===== src/rtl/scanout_pkg.sv =====
package scanout_pkg;
   typedef enum logic {
      ARB_IDLE  = 1'b0,
      ARB_WRITE = 1'b1
   } arb_state_e;
endpackage


===== src/rtl/sq_col_counter.sv =====
module sq_col_counter #(
   parameter int unsigned COL_W = 9,
   parameter int unsigned PORCH = 8
) (
   input  logic             clk,
   input  logic             rst_n,
   input  logic             clr_i,
   output logic [COL_W-1:0] col_o,
   output logic             vblank_o
);
   localparam int unsigned      LINE = 2 ** COL_W;
   localparam logic [COL_W-1:0] LAST = COL_W'(LINE - 1);

   logic [COL_W-1:0] col_q;
   logic             past_end_q;
   logic             porch_blank;

   always_ff @(posedge clk or negedge rst_n) begin
      if (!rst_n) begin
         col_q      <= LAST;
         past_end_q <= 1'b1;
      end else if (clr_i) begin
         col_q      <= '0;
         past_end_q <= 1'b0;
      end else if (col_q == LAST) begin
         past_end_q <= 1'b1;
      end else begin
         col_q <= col_q + 1'b1;
      end
   end

   generate
      if (PORCH == 0) begin : g_no_porch
         assign porch_blank = 1'b0;
      end else begin : g_porch
         localparam logic [COL_W-1:0] LO = COL_W'(PORCH);
         localparam logic [COL_W-1:0] HI = COL_W'(LINE - PORCH);
         assign porch_blank = (col_q < LO) || (col_q >= HI);
      end
   endgenerate

   assign col_o    = col_q;
   assign vblank_o = porch_blank | past_end_q;
endmodule


===== src/rtl/sq_row_reg.sv =====
module sq_row_reg #(
   parameter int unsigned ROW_W = 8
) (
   input  logic             clk,
   input  logic             rst_n,
   input  logic             wr_i,
   input  logic [ROW_W-1:0] data_i,
   input  logic             sync_i,
   input  logic             vblank_i,
   output logic [ROW_W-1:0] row_o
);
   logic [ROW_W-1:0] row_q;
   logic [ROW_W-1:0] shadow_q;
   logic             pend_q;

   always_ff @(posedge clk or negedge rst_n) begin
      if (!rst_n) begin
         row_q    <= '0;
         shadow_q <= '0;
         pend_q   <= 1'b0;
      end else if (wr_i) begin
         if (sync_i || vblank_i) begin
            row_q  <= data_i;
            pend_q <= 1'b0;
         end else begin
            shadow_q <= data_i;
            pend_q   <= 1'b1;
         end
      end else if (sync_i && pend_q) begin
         row_q  <= shadow_q;
         pend_q <= 1'b0;
      end
   end

   assign row_o = row_q;
endmodule


===== src/rtl/sq_host_arb.sv =====
module sq_host_arb
   import scanout_pkg::*;
#(
   parameter int unsigned ADDR_W = 17,
   parameter int unsigned DATA_W = 8
) (
   input  logic              clk,
   input  logic              rst_n,
   input  logic              req_i,
   input  logic [ADDR_W-1:0] addr_i,
   input  logic [DATA_W-1:0] data_i,
   output logic              gnt_o,
   output logic [ADDR_W-1:0] addr_o,
   output logic [DATA_W-1:0] data_o
);
   arb_state_e        state_q;
   logic [ADDR_W-1:0] addr_q;
   logic [DATA_W-1:0] data_q;

   always_ff @(posedge clk or negedge rst_n) begin
      if (!rst_n) begin
         state_q <= ARB_IDLE;
         addr_q  <= '0;
         data_q  <= '0;
      end else begin
         case (state_q)
            ARB_IDLE: begin
               if (req_i) begin
                  state_q <= ARB_WRITE;
                  addr_q  <= addr_i;
                  data_q  <= data_i;
               end
            end
            default: state_q <= ARB_IDLE;
         endcase
      end
   end

   assign gnt_o  = (state_q == ARB_WRITE);
   assign addr_o = addr_q;
   assign data_o = data_q;
endmodule


===== src/rtl/scanout_seq.sv =====
module scanout_seq #(
   parameter int unsigned COL_W  = 9,
   parameter int unsigned ROW_W  = 8,
   parameter int unsigned DATA_W = 8,
   parameter int unsigned PORCH  = 8
) (
   input  logic                   clk,
   input  logic                   rst_n,
   input  logic                   hsync_i,
   input  logic                   row_wr_i,
   input  logic [ROW_W-1:0]       row_data_i,
   input  logic                   hwr_req_i,
   input  logic [ROW_W+COL_W-1:0] hwr_addr_i,
   input  logic [DATA_W-1:0]      hwr_data_i,
   output logic                   hwr_gnt_o,
   output logic [ROW_W+COL_W-1:0] sram_addr_o,
   output logic                   sram_ce_n_o,
   output logic                   sram_oe_n_o,
   output logic                   sram_we_n_o,
   output logic [DATA_W-1:0]      sram_dq_o,
   output logic                   sram_dq_oe_o,
   output logic                   pix_stb_o,
   output logic                   blank_o
);
   localparam int unsigned ADDR_W = ROW_W + COL_W;

   initial begin
      if (COL_W < 2 || ROW_W < 1 || DATA_W < 1)
         $fatal(1, "scanout_seq: widths too small");
      if (2 * PORCH >= 2 ** COL_W)
         $fatal(1, "scanout_seq: porch leaves no visible pixels");
   end

   logic [COL_W-1:0]  col;
   logic              vblank;
   logic [ROW_W-1:0]  row;
   logic              gnt;
   logic [ADDR_W-1:0] host_addr;
   logic [DATA_W-1:0] host_data;
   logic              live_q;

   sq_col_counter #(.COL_W(COL_W), .PORCH(PORCH)) u_col (
      .clk(clk), .rst_n(rst_n), .clr_i(hsync_i),
      .col_o(col), .vblank_o(vblank)
   );

   sq_row_reg #(.ROW_W(ROW_W)) u_row (
      .clk(clk), .rst_n(rst_n), .wr_i(row_wr_i), .data_i(row_data_i),
      .sync_i(hsync_i), .vblank_i(vblank), .row_o(row)
   );

   sq_host_arb #(.ADDR_W(ADDR_W), .DATA_W(DATA_W)) u_arb (
      .clk(clk), .rst_n(rst_n), .req_i(hwr_req_i), .addr_i(hwr_addr_i),
      .data_i(hwr_data_i), .gnt_o(gnt), .addr_o(host_addr), .data_o(host_data)
   );

   always_ff @(posedge clk or negedge rst_n) begin
      if (!rst_n) live_q <= 1'b0;
      else        live_q <= 1'b1;
   end

   assign hwr_gnt_o    = gnt;
   assign sram_addr_o  = gnt ? host_addr : {row, col};
   assign sram_ce_n_o  = ~live_q;
   assign sram_oe_n_o  = gnt;
   assign sram_we_n_o  = ~gnt;
   assign sram_dq_o    = host_data;
   assign sram_dq_oe_o = gnt;
   assign pix_stb_o    = ~gnt & ~vblank;
   assign blank_o      = gnt | vblank;
endmodule


===== config.mk =====
export PLATFORM = sky130hd
export DESIGN_NAME = scanout_seq
export DESIGN_NICKNAME = d
export VERILOG_FILES = /design/src/rtl/scanout_pkg.sv /design/src/rtl/sq_col_counter.sv /design/src/rtl/sq_row_reg.sv /design/src/rtl/sq_host_arb.sv /design/src/rtl/scanout_seq.sv
export SDC_FILE = /design/constraint.sdc
export NUM_CORES = 1
export LEC_CHECK = 0
export BUFFER_PORTS_ARGS = -buffer_cell sky130_fd_sc_hd__buf_2
export CAP_MARGIN = 0
export CORE_UTILIZATION = 41
export CTS_BUF_LIST = sky130_fd_sc_hd__clkbuf_16
export DETAILED_ROUTE_END_ITERATION = 10
export HOLD_SLACK_MARGIN = 0.03
export MAX_ROUTING_LAYER = met4
export PLACE_DENSITY = 0.75
export SLEW_MARGIN = 20
export SYNTH_ARGS = -nofsm -noshare
export SYNTH_HDL_FRONTEND = slang
export SYNTH_HIERARCHICAL = 1
export SYNTH_SLANG_ARGS = --single-unit

===== constraint.sdc =====
create_clock -name clk -period 4.2 [get_ports clk]
set_clock_uncertainty 0.15 [all_clocks]
set_input_delay 0.84 -clock clk [delete_from_list [all_inputs] [get_ports clk]]
set_output_delay 0.84 -clock clk [all_outputs]
set_load 0.005 [all_outputs]

==> flow_metrics.env <==
export IMPL_wire_per_inst_um=14.3
export IMPL_synthCells=184
export IMPL_num_vias=1654
export IMPL_fmax_ghz=0.346
export IMPL_synth_ff_type="dfrtp_1"
export IMPL_cp_required_ps=3210
export IMPL_synth_top_area_cell="dfrtp_1"
export IMPL_maxSlewHeadroom=0.353
export IMPL_clk_latency_ps=280
export IMPL_first_pass_iters=4
export IMPL_synth_top_area_frac=0.406
export IMPL_layout_drive_gt1_share=0.625
export IMPL_finalWirelength_um=4730
export IMPL_placed_cells=322
export IMPL_via_per_inst=5.01
export IMPL_clk_pin_slew_worst_paths_ps=60
export IMPL_ys_top_cells_by_area="dfrtp_1 41%, mux2_4 20%, mux2_2 12%"
export IMPL_fill_cells=574
export IMPL_cp_max_fo=7
export IMPL_cts_max_level=2
export IMPL_globalRouteMet2Util=0.238
export IMPL_p_per_area_mw_per_mm2=391
export IMPL_syn_area_mm2=0.00271
export IMPL_antenna_left=0
export IMPL_syn_to_final_growth_pct=17.6
export IMPL_r2r_start="u_col/col_o[3]"
export IMPL_synth_most_common_cell="dfrtp_1"
export IMPL_synth_edf_count=0
export IMPL_setup_tns_ps=0
export IMPL_min_period_ps=2890
export IMPL_clockBufferDepth=2
export IMPL_irDropWorstVdd_mv=0.228
export IMPL_cts_root_buf="clkbuf_16"
export IMPL_clock_sinks=54
export IMPL_cp_cell_sequence="nand4_2 -> o21ai_0 -> or2_2 -> buf_2"
export IMPL_grt_max_degree=30
export IMPL_synth_top_family_by_area="multiplexers"
export IMPL_die_y_um=83.3
export IMPL_gp_congestion=0.805
export IMPL_arrival_ps=1900
export IMPL_drtIter0Drc=56
export IMPL_min_path_cells=2
export IMPL_end_kind="primary output"
export IMPL_hold_buffers=0
export IMPL_synthesis_nets=225
export IMPL_rows=29
export IMPL_design_die_area_mm2=0.00695
export IMPL_finish_utilization=0.500
export IMPL_cts_resized=0
export IMPL_setup_viol=0
export IMPL_grt_pass1_wl_um=8250
export IMPL_core_area_mm2=0.00639
export IMPL_top_usage_layer="met2"
export IMPL_reg2reg_slack_ps=1660
export IMPL_finalMaxSlewViolations=0
export IMPL_nets=293
export IMPL_dp_hpwl_um=3330
export IMPL_yosysUniqueCellTypes=30
export IMPL_drc_errors=0
export IMPL_seq_area_frac_synth=0.503
export IMPL_grt_usage=0.154
export IMPL_cap_violations=0
export IMPL_initial_core_util=0.425
export IMPL_gr_total_overflow=0
export IMPL_io_buffers=69
export IMPL_use_met1=0.201
export IMPL_worst_pin_slew_ps=968
export IMPL_worst_r2r_cell_count=5
export IMPL_chipWidth_um=83.3
export IMPL_critPathKind="flop to primary output"
export IMPL_hold_start="u_row/pend_q"
export IMPL_pin_count=70
export IMPL_async_flop_share=1.00
export IMPL_synth_seq_cells=54
export IMPL_synth_xor_area_frac=0.0129
export IMPL_cts_buffers=5
export IMPL_final_hold_violation_count=0
export IMPL_post_route_period_util=0.688
export IMPL_yosys_warnings=6
export IMPL_status="complete, no violations"
export IMPL_synth_simple_area_share=0.0733
export IMPL_synth_compound_area_frac=0.0166
export IMPL_synth_common_cells="44 x dfrtp_1, 36 x mux2_4, 30 x mux2_2"
export IMPL_post_cts_buffers=0
export IMPL_cpPeakStageDelay_ps=610
export IMPL_rsz0062_at_grt="no"
export IMPL_hold_path_class="flop to flop"
export IMPL_fin_cells=330
export IMPL_hold_end="u_row/pend_q"
export IMPL_slowest_stage="dfstp_2"
export IMPL_worst_setup_path_start_kind="flop"
export IMPL_avgSynthCellArea_um2=14.7
export IMPL_grt_pass1_vias=1700
export IMPL_muxShareOfSynthArea=0.331
export IMPL_cts_tree="built"
export IMPL_diodes=0
export IMPL_antenna_found_initial=0
export IMPL_synth_adder_area_share=0.0138
export IMPL_timing_rr_end="u_row/row_o[1]"
export IMPL_grt_use_met3=0.0398
export IMPL_leakagePower_nw=1.56
registers in the layout (all words and copies together), names as in the netlist:
register          count
live_q                1
u_arb/addr_o         17
u_arb/data_o          8
u_arb/gnt_o           1
u_col/col_o           9
u_col/past_end_q      1
u_row/pend_q          1
u_row/row_o           8
u_row/shadow_q        8
worst max-delay path: cells and delay by family (launching register included):
family | cells | cell delay, ps
flip-flops | 1 | 610
AO/OA/AOI/OAI | 1 | 550
AND/OR/NAND/NOR | 2 | 370
buffers and inverters | 1 | 100
cell families (layout without fill, tap and decap cells):
kind of cell,after synthesis,after routing
other,1,1
muxes,68,68
and+or+nand+nor,31,31
DFF,54,54
buffers and inverters,14,83
AOI/OAI and AO/OA,9,9
xor gates and xnor gates,4,4
adders and majority gates,3,3
layer usage:
layer  vias up  part of all wire
li1        773                 -
met1       814              0.47
met4         0             0.015
met5         -                 0
met2        61              0.47
met3         6             0.053
how the worst max path moves through the flow:
| stage | from | endpoint | slack (ps) | cells past startpoint |
|---|---|---|---|---|
| 6_report | u_col/col_o[3] | blank_o | 1310 | 4 |
| 5_1_grt | u_col/col_o[3] | blank_o | 1120 | 4 |
| 4_1_cts | u_col/col_o[3] | blank_o | 1300 | 4 |
| 3_5_place_dp | u_col/col_o[3] | blank_o | 1620 | 4 |
| 3_3_place_gp | u_col/col_o[3] | blank_o | 1700 | 4 |
| 2_1_floorplan | u_col/col_o[3] | blank_o | 1890 | 3 |
cell usage in the layout (no fill, tap or decap), drive strengths merged:
master	instances
inv	7
dfstp	10
xor2	3
nor2	14
nor2b	2
buf	71
nand3b	1
nand4	1
clkbuf	5
or3	3
conb	1
or2	1
nand4b	2
mux2	66
dfrtp	44
a21oi	5
o21ai	4
nand2	2
nand3	2
mux2i	2
ha	3
nor3	2
nor3b	1
xnor2	1
power breakdown:
group | internal (mW) | switching, mW | leakage [nW]
sequential | 0.589 | 0.0421 | 0.633
combinational | 0.156 | 0.0784 | 0.851
clock | 0.215 | 0.167 | 0.0776
total | 0.960 | 0.288 | 1.56
cell type report:
type                       instances  area (um^2)  area share
clock buffer                       5          125      0.0392
clock inverter                     3         11.3     0.00353
inverter                           4         15.0     0.00471
multi-input combinational        116         1220       0.382
sequential                        54         1360       0.427
tap                               77         96.3      0.0302
timing repair buffer              71          360       0.113
through the flow:
step	setup slack [ps]	total power, mW	area (um^2)	hold WS, ps
after floorplan	1890	0.797	2710	317
after global routing	1120	1.31	3190	369
after global placement	1700	0.873	3050	330
final	1310	1.25	3190	347
after detailed placement	1620	0.879	3050	337
after CTS	1300	1.27	3190	354
Note: power is estimated with default switching activity, not from simulation.
